==> src/rtl/lpr_pkg.sv <==
// Shared types for the low-power mode and reset sequencer.
// Assumes: opcode bytes arrive already decoded from the instruction stream.
package lpr_pkg;
    typedef enum logic [1:0] {
        MODE_RUN  = 2'd0,
        MODE_HALT = 2'd1,
        MODE_STOP = 2'd2
    } lpr_mode_e;

    typedef enum logic [1:0] {
        CAUSE_POR = 2'd0,
        CAUSE_WDT = 2'd1,
        CAUSE_SMR = 2'd2,
        CAUSE_EXT = 2'd3
    } lpr_cause_e;

    localparam logic [7:0] OP_NOP  = 8'hFF;
    localparam logic [7:0] OP_STOP = 8'h6F;
    localparam logic [7:0] OP_HALT = 8'h7F;
endpackage

==> src/rtl/lpr_sync.sv <==
// Two-flop synchronizer bank into the always-on clock domain.
// Assumes: each bit is an independent level; RESET_VAL sets the post-reset level.
module lpr_sync #(
    parameter int WIDTH = 1,
    parameter logic [WIDTH-1:0] RESET_VAL = '0
) (
    input  logic             clk,
    input  logic             rst_n,
    input  logic [WIDTH-1:0] d,
    output logic [WIDTH-1:0] q
);
    logic [WIDTH-1:0] meta;

    // Two register stages per bit.
    always_ff @(posedge clk) begin
        if (!rst_n) begin
            meta <= RESET_VAL;
            q    <= RESET_VAL;
        end else begin
            meta <= d;
            q    <= meta;
        end
    end
endmodule

==> src/rtl/lpr_settle_timer.sv <==
// One-shot settle timer: loads SETTLE_CYC on a trigger and counts down to zero.
// A trigger during a count restarts it. Assumes SETTLE_CYC >= 1.
module lpr_settle_timer #(
    parameter int SETTLE_CYC = 64
) (
    input  logic clk,
    input  logic rst_n,
    input  logic trig,
    output logic busy
);
    localparam int CW = $clog2(SETTLE_CYC + 1);
    localparam logic [CW-1:0] LOAD = CW'(SETTLE_CYC);

    logic [CW-1:0] count;

    // Load on a trigger, otherwise count down to zero.
    always_ff @(posedge clk) begin
        if (!rst_n)
            count <= '0;
        else if (trig)
            count <= LOAD;
        else if (count != '0)
            count <= count - 1'b1;
    end

    assign busy = (count != '0);

    AST_TRIG_LOADS: assert property (@(posedge clk) disable iff (!rst_n)
        trig |=> (count == LOAD));
    AST_COUNT_DOWN: assert property (@(posedge clk) disable iff (!rst_n)
        (!trig && count != '0) |=> (count == $past(count) - 1'b1));
endmodule

==> src/rtl/lpr_mode_fsm.sv <==
// Power-mode state machine: run, HALT and STOP.
// Sleep entry needs a NOP opcode just before the sleep opcode. HALT ends on an
// enabled interrupt; any reset (hold) forces run mode.
// Assumes hold is high for every cycle in which the core is being reset.
module lpr_mode_fsm (
    input  logic              clk,
    input  logic              rst_n,
    input  logic              hold,
    input  logic              op_valid,
    input  logic [7:0]        op_byte,
    input  logic              wake,
    output lpr_pkg::lpr_mode_e mode
);
    import lpr_pkg::*;

    logic nop_seen;

    // Mode register and pipeline-flushed flag.
    always_ff @(posedge clk) begin
        if (!rst_n) begin
            mode     <= MODE_RUN;
            nop_seen <= 1'b0;
        end else if (hold) begin
            mode     <= MODE_RUN;
            nop_seen <= 1'b0;
        end else begin
            case (mode)
                MODE_RUN: begin
                    if (op_valid) begin
                        nop_seen <= (op_byte == OP_NOP);
                        if (nop_seen && op_byte == OP_STOP)
                            mode <= MODE_STOP;
                        else if (nop_seen && op_byte == OP_HALT)
                            mode <= MODE_HALT;
                    end
                end
                MODE_HALT: begin
                    if (wake)
                        mode <= MODE_RUN;
                end
                MODE_STOP: mode <= MODE_STOP;
                default:   mode <= MODE_RUN;
            endcase
        end
    end

    AST_HALT_STAYS: assert property (@(posedge clk) disable iff (!rst_n)
        (mode == MODE_HALT && !wake && !hold) |=> (mode == MODE_HALT));
    AST_STOP_NEEDS_RESET: assert property (@(posedge clk) disable iff (!rst_n)
        (mode == MODE_STOP && !hold) |=> (mode == MODE_STOP));
    AST_ENTRY_AFTER_NOP: assert property (@(posedge clk) disable iff (!rst_n)
        (mode == MODE_RUN && !nop_seen) |=> (mode == MODE_RUN));
endmodule

==> src/rtl/lpr_seq_top.sv <==
// Low-power mode and reset sequencer top.
// Synchronizes the asynchronous supply, external-reset and wake inputs, starts
// the settle timer, drives the clock, oscillator and core-reset outputs, and logs
// the reset cause.
// Assumes clk is always on and wdt_timeout/op_*/irq_* are synchronous to clk.
module lpr_seq_top #(
    parameter int SETTLE_CYC = 64,
    parameter int N_IRQ      = 4
) (
    input  logic             clk,
    input  logic             rst_n,
    input  logic             pwr_ok_a,
    input  logic             ext_rst_na,
    input  logic             stop_wake_a,
    input  logic             wdt_timeout,
    input  logic             smr_dly_en,
    input  logic             op_valid,
    input  logic [7:0]       op_byte,
    input  logic [N_IRQ-1:0] irq_req,
    input  logic [N_IRQ-1:0] irq_en,
    input  logic             wdt_sw_en,
    input  logic             wdt_perm,
    input  logic             wdt_rc_clk,
    output logic             cpu_clk_en,
    output logic             osc_en,
    output logic             core_rst_n,
    output logic             stop_restart,
    output logic             wdt_run,
    output logic [1:0]       rst_cause
);
    import lpr_pkg::*;

    logic [2:0] async_s;
    logic       pwr_s, ext_s, wake_s;
    logic       pwr_prev, ext_prev, wake_prev;
    logic       por_trig, wdt_trig, smr_evt, ext_fall;
    logic       tmr_trig, settle_busy, hold, rst_evt, wake_irq;
    lpr_mode_e  mode;
    lpr_cause_e cause_q;

    lpr_sync #(.WIDTH(3), .RESET_VAL(3'b000)) u_sync (
        .clk   (clk),
        .rst_n (rst_n),
        .d     ({stop_wake_a, ext_rst_na, pwr_ok_a}),
        .q     (async_s)
    );
    assign pwr_s  = async_s[0];
    assign ext_s  = async_s[1];
    assign wake_s = async_s[2];

    // Previous synchronized levels for edge detection.
    always_ff @(posedge clk) begin
        if (!rst_n) begin
            pwr_prev  <= 1'b0;
            ext_prev  <= 1'b0;
            wake_prev <= 1'b0;
        end else begin
            pwr_prev  <= pwr_s;
            ext_prev  <= ext_s;
            wake_prev <= wake_s;
        end
    end

    // Reset events and the settle-timer trigger.
    always_comb begin
        por_trig = pwr_s && !pwr_prev;
        wdt_trig = wdt_timeout;
        smr_evt  = wake_s && !wake_prev && (mode == MODE_STOP);
        ext_fall = ext_prev && !ext_s;
        tmr_trig = por_trig || wdt_trig || (smr_evt && smr_dly_en);
        rst_evt  = por_trig || wdt_trig || smr_evt || ext_fall;
        hold     = !pwr_s || !ext_s || settle_busy || rst_evt;
        wake_irq = |(irq_req & irq_en);
    end

    lpr_settle_timer #(.SETTLE_CYC(SETTLE_CYC)) u_timer (
        .clk   (clk),
        .rst_n (rst_n),
        .trig  (tmr_trig),
        .busy  (settle_busy)
    );

    lpr_mode_fsm u_fsm (
        .clk      (clk),
        .rst_n    (rst_n),
        .hold     (hold),
        .op_valid (op_valid),
        .op_byte  (op_byte),
        .wake     (wake_irq),
        .mode     (mode)
    );

    // Registered core reset output.
    always_ff @(posedge clk) begin
        if (!rst_n)
            core_rst_n <= 1'b0;
        else
            core_rst_n <= !hold;
    end

    // Reset cause log and restart-vector select, updated on each reset event.
    always_ff @(posedge clk) begin
        if (!rst_n) begin
            cause_q      <= CAUSE_POR;
            stop_restart <= 1'b0;
        end else if (rst_evt) begin
            stop_restart <= (mode == MODE_STOP);
            if (por_trig)      cause_q <= CAUSE_POR;
            else if (wdt_trig) cause_q <= CAUSE_WDT;
            else if (ext_fall) cause_q <= CAUSE_EXT;
            else               cause_q <= CAUSE_SMR;
        end
    end

    // Clock, oscillator and watchdog enables from the mode.
    always_comb begin
        cpu_clk_en = (mode == MODE_RUN);
        osc_en     = (mode != MODE_STOP);
        wdt_run    = (wdt_perm && wdt_rc_clk) || (wdt_sw_en && mode != MODE_STOP);
        rst_cause  = cause_q;
    end

    AST_BUSY_HOLDS_RESET: assert property (@(posedge clk) disable iff (!rst_n)
        settle_busy |=> !core_rst_n);
    AST_BYPASS_SKIPS_DELAY: assert property (@(posedge clk) disable iff (!rst_n)
        (smr_evt && !smr_dly_en && !por_trig && !wdt_trig && !settle_busy) |=> !settle_busy);
    AST_WDT_STOP_DELAY: assert property (@(posedge clk) disable iff (!rst_n)
        (wdt_trig && mode == MODE_STOP) |=> settle_busy);
    AST_EXT_HOLDS_RESET: assert property (@(posedge clk) disable iff (!rst_n)
        !ext_s |=> !core_rst_n);
endmodule

==> config.mk <==
export PLATFORM = sky130hd
export DESIGN_NAME = lpr_seq_top
export DESIGN_NICKNAME = d
export VERILOG_FILES = /design/src/rtl/lpr_pkg.sv /design/src/rtl/lpr_sync.sv /design/src/rtl/lpr_settle_timer.sv /design/src/rtl/lpr_mode_fsm.sv /design/src/rtl/lpr_seq_top.sv
export SDC_FILE = /design/constraint.sdc
export NUM_CORES = 1
export LEC_CHECK = 0
export BUFFER_PORTS_ARGS = -buffer_cell sky130_fd_sc_hd__buf_2
export CORE_AREA = 2 2 63 53
export CTS_CLUSTER_SIZE = 28
export DETAILED_ROUTE_END_ITERATION = 8
export DIE_AREA = 0 0 65 55
export PLACE_DENSITY = 0.69
export SYNTH_ARGS = -nofsm -noshare
export SYNTH_HDL_FRONTEND = slang
export SYNTH_SLANG_ARGS = --single-unit
==> constraint.sdc <==
create_clock -name clk -period 5.3 [get_ports clk]
set_input_delay 0.265 -clock clk [delete_from_list [all_inputs] [get_ports clk]]
set_output_delay 0.265 -clock clk [all_outputs]
set_load 0.02 [all_outputs]
Word level (Yosys, flattened, before mapping)
Cells that the tools add are included.
{ "totals": {"register_bits": 23, "out_inout_bits": 7} }
{ "classes": {"addsub": 1, "n_eq_ne": 9, "muxes": 10, "bitwise_logic": 2, "n_reduce_logical": 30} }
{ "ops": {"columns": ["operator", "count"], "rows": [
  ["equality test 8 x 7 -> 1 bit (second input constant)", 2],
  ["2-to-1 mux 7 bit", 2],
  ["2-to-1 mux 2 bit", 6],
  ["logical AND 1 bit", 9],
  ["equality test 8 bit (second input constant)", 1],
  ["logical OR 1 bit", 8],
  ["nonzero test 7 bit", 1],
  ["subtractor 7 x 1 -> 7 bit (second input constant)", 1],
  ["one-hot mux 2 bit (3 select lines)", 1],
  ["logical NOT 1 bit", 5],
  ["bitwise AND 4 bit", 1],
  ["inequality test 2 bit (second input constant)", 2],
  ["OR reduction 2 bit", 2],
  ["OR reduction 4 bit", 1],
  ["inequality test 3 x 1 -> 1 bit (second input constant)", 1],
  ["AND reduction 3 bit", 1],
  ["equality test 2 x 1 -> 1 bit (second input constant)", 1],
  ["equality test 2 bit (second input constant)", 1],
  ["logical NOT 2 bit", 1],
  ["inequality test 2 x 1 -> 1 bit (second input constant)", 1],
  ["AND reduction 2 bit", 1],
  ["nonzero test 2 bit", 1],
  ["2-to-1 mux 1 bit", 1],
  ["NOT 1 bit", 1]
]} }

Longest topological paths before layout
{ "depth": {"ltp_word": 7, "ltp_mapped": 6, "ltp_nobuf": 5} }

Cells and area by module
A second synthesis with hierarchy kept.
{ "unflattened": {"hier_cells": 105, "hier_area_um2": 997.2} }
{ "modules_own_cells": {"columns": ["mod", "n_inst", "cells_per_inst", "area_per_inst_um2", "seq_area_each_um2"], "rows": [
  ["lpr_settle_timer", 1, 37, 350.3, 140.1],
  ["lpr_seq_top", 1, 35, 319.1, 140.1],
  ["lpr_mode_fsm", 1, 21, 170.2, 60.1],
  ["lpr_sync", 1, 12, 157.7, 120.1]
]} }

Worst setup path after synthesis
Ideal clock, no wire load.
{ "synth_path": {"path_type": "reg2reg", "startpoint": "register u_timer.count[0]", "endpoint": "register u_fsm.mode[0]", "t_arrival_ps": 1572, "slack_ps": 3629, "stages_incl_launch_ff": 7, "n_path_buf": 1, "cell_sequence": "dfxtp_1 -> inv_1 -> ha_1 -> or3b_1 -> buf_2 -> or2_4 -> a2111oi_4"} }
{ "synth_via": {"elab_chain_cells": 4} }
{ "synth_rtl": {"columns": ["element", "line", "source"], "rows": [
  ["start: declaration", "lpr_settle_timer.sv:14", "logic [CW-1:0] count;"],
  ["start signal: assignment", "lpr_settle_timer.sv:23", "count <= count - 1'b1;"],
  ["nonzero test 7 bit", "lpr_settle_timer.sv:26", "assign busy = (count != '0);"],
  ["logical OR 1 bit (2 in a row)", "lpr_seq_top.sv:72", "hold = !pwr_s || !ext_s || settle_busy || rst_evt;"],
  ["OR reduction 2 bit (no line)", null, null],
  ["end signal: assignment", "lpr_mode_fsm.sv:21", "mode <= MODE_RUN;"],
  ["end signal: assignment", "lpr_mode_fsm.sv:24", "mode <= MODE_RUN;"],
  ["end signal: assignment", "lpr_mode_fsm.sv:32", "mode <= MODE_STOP;"],
  ["end: declaration", "lpr_mode_fsm.sv:12", "output lpr_pkg::lpr_mode_e mode"]
]} }
Every way passes these cells.
A chain may end at the register's enable or synchronous reset.

Worst setup path after layout
{ "layout_path": {"startpoint": "register u_timer.count[1]", "endpoint": "register u_fsm.nop_seen"} }
{ "layout_via": {"elab_chain_cells": 4} }
{ "layout_rtl": {"columns": ["element", "line", "source"], "rows": [
  ["nonzero test 7 bit", "lpr_settle_timer.sv:26", null],
  ["logical OR 1 bit (2 in a row)", "lpr_seq_top.sv:72", null],
  ["OR reduction 2 bit (no line)", null, null],
  ["end signal: assignment", "lpr_mode_fsm.sv:30", "nop_seen <= (op_byte == OP_NOP);"],
  ["end: declaration", "lpr_mode_fsm.sv:16", "logic nop_seen;"]
]} }
Every way passes these cells.

==> metrics.csv <==
metric;value;unit
Worst EP required;5470;ps
n_diodes;0;
critical path arrival;1960;ps
synthesized area;0.001002;mm2
R2R Path Start;u_timer.count[1];
P per Cell Area;303.2;mW/mm2
post-synthesis register bit count;23;
R2R Setup Slk;3510;ps
via count;837;
Tcrit/Tclk final;0.3377;
Critical Path Fanout Max;7;
switching power;0.1063;mW
initial antenna violation count;0;
Setup TNS;0;ps
Multi-input gate area;521.8;um2
Setup Crit Path Kind;register to register;
Worst Reg-to-Reg Cells;5;
Clock Sinks;23;
Leak;0.5165;nW
met2 Resource Use GR;0.2251;
EDFF count, synth;0;
synth top area cells;dfxtp_1, and2_1, a2111oi_4;
area grow syn2layout;25.47;%
FILL cells;289;
Setup Fix Bufs, Post-CTS;0;
cell count after synthesis;96;
WL final;1955;um
register area share after synthesis;0.4594;
most frequent cells after synthesis;dfxtp_1, and2_1, nor3_1, nand2_1, nor3b_1;
DR iter-0 viols;16;
met1 Use GR;0.1199;
number of port buffers;33;
status;finished clean;
DR vias/cell;4.895;
share of the synthesized area in the top cell type;0.4594;
GRT Total Usage;0.1143;
CTS tree;built;
Die X;65;um
Post-CTS Resized;0;
Final Hold Fails;0;
first-pass detailed-route iteration total;4;
H-tree levels;1;
Die H;55;um
Root Driver;clkbuf_8;
final worst path period need;1790;ps
Layout Skew;2.920;ps
clk buf depth;2;
core area;0.002950;mm2
most frequent cell after synthesis;dfxtp_1;
# setup viols final;0;
Post-synth ARST share;0;
Synth Flop Type;dfxtp_1;
DP Cell Count;167;
Ys Warns;0;
switch share;0.2789;
Least-Margin Pin Slew;469.4;ps
full die area;0.003575;mm2
sequential share of power;0.503;
Mapped Nets;124;
r2r endpoint;u_fsm.nop_seen;
Critical path origin;u_timer.count[1];
total chip power;0.3812;mW
io pins;34;
vias in the first global route;746;
CP Launch Type;register;
fin cells;171;
clk slew on worst S/H paths;80;ps
Slew headroom;0.6828;
Worst Hold Class;primary input to register;
DRC viols;0;
# rows;18;
fin. max-slew vios;0;
Num CTS Buffers;3;
Avg Cell Area, Syn;10.44;um2
clock power share;0.285;
met3 GRT Util;0.04251;
share of cells above drive strength 1;0.3282;
Worst-Skew Late Latency;260;ps
hold_sp;pwr_ok_a;
GR peak layer;met2;
IR drop worst, VDD;221.6;uV
sequential cell area;460.4;um2
Routed wire per std cell;11.43;um
RSZ-0062 raised after global routing;no;
Routability Congestion;0.7642;
logic gate share of total power;0.212;
pin count of the biggest net entering global routing;15;
Final HPWL DP;1551;um
Int Power;0.2749;mW
Critical Path End Type;register;
dominant cell type by area after synthesis;dfxtp_1;
Setup crit end;u_fsm.nop_seen;
Final nets;160;
grt ovf;0;
Max Clk Rate;558.6;MHz
global-route wire length before repair;3036;um
Final ANT Viol Nets;0;
max-cap violations;0;
Yosys cell types;39;
Initial Utilization;0.3397;
CTS Hold Bufs;0;
[worst min path at each step]
stage / endpoint / slack (ps) / depth (start not counted)
after global placement: u_sync.q[1] / 420 / 1
after CTS: u_sync.meta[0] / 190 / 2
after floorplan: u_sync.meta[0] / 390 / 1
after global routing: u_sync.meta[2] / 190 / 2
final: u_sync.meta[0] / 200 / 2
after detailed placement: u_sync.q[1] / 420 / 1
[layout make-up]
cell class              instances  area share
multi-input cells              68      0.4149
flip-flops and latches         23      0.3662
repair buffers                 33      0.1313
well taps                      40     0.03980
clock buffers                   3     0.03284
inverters                       3    0.008955
clock inverters                 1    0.005970
[sequential cells by signal, summed over array words and instances, names as in the netlist]
| name | cells |
|---|---|
| core_rst_n | 1 |
| u_sync.meta | 3 |
| pwr_prev | 1 |
| u_timer.count | 7 |
| rst_cause | 2 |
| u_sync.q | 3 |
| u_fsm.nop_seen | 1 |
| wake_prev | 1 |
| u_fsm.mode | 2 |
| ext_prev | 1 |
| stop_restart | 1 |
[power by group through the flow]
stage | clock network [mW] | logic (mW) | registers, mW
final | 0.109 | 0.0809 | 0.192
after global placement | 0 | 0.0774 | 0.195
after floorplan | 0 | 0.0610 | 0.194
after CTS | 0.114 | 0.0814 | 0.192
after global routing | 0.124 | 0.0890 | 0.193
after detailed placement | 0 | 0.0809 | 0.196
[routing by layer]
metal  part of all wire  wire length (um)
met4                  0                 0
met5                  0                 0
met3              0.057               111
met1               0.45               888
met2               0.49               955
[worst max-delay path: stages (launching register included)]
cell       delay, ps
dfxtp_1          330
inv_1             60
ha_1             170
or3b_1           480
or2_4            340
a2111oi_4        310
[per-stage QoR]
stage	area (um2)	hold WS (ps)	setup slack, ps	utilization
2_1_floorplan	1002	392.3	3629	-
5_1_grt	1257	187.2	3401	0.4262
6_report	1257	202.6	3510	0.4262
3_5_place_dp	1209	422.8	3516	0.4097
3_3_place_gp	1209	416.8	3596	0.4097
4_1_cts	1257	194.4	3495	0.4262
[kinds of logic (layout without fill, tap and decap cells)]
kind of cell / count (synthesis) / count (layout) / share of synthesized area
AND/OR/NAND/NOR: 49 / 49 / 0.3146
XOR/XNOR: 3 / 3 / 0.02622
buffers and inverters: 5 / 40 / 0.01997
AO/OA/AOI/OAI: 15 / 15 / 0.1673
flip-flops: 23 / 23 / 0.4594
adder cells (fa/ha/maj): 1 / 1 / 0.01248
[placed cells by master (no fill, tap or decap), types with 2 or more instances in the layout]
cell type / synthesis / routed
and4_1: 2 / 2
buf_2: 1 / 33
nor3b_1: 4 / 4
nor2_1: 3 / 3
nand2_1: 4 / 4
o31ai_1: 2 / 2
clkbuf_8: 0 / 3
nor3_1: 6 / 6
nand3_1: 2 / 2
a211oi_1: 3 / 3
nand2b_1: 2 / 2
xnor2_1: 2 / 2
a2111oi_4: 2 / 2
and2_1: 9 / 9
dfxtp_1: 23 / 23
or3_1: 3 / 3
inv_1: 3 / 3
nor2b_1: 3 / 3
No activity file was read; power rests on OpenSTA's default activity.
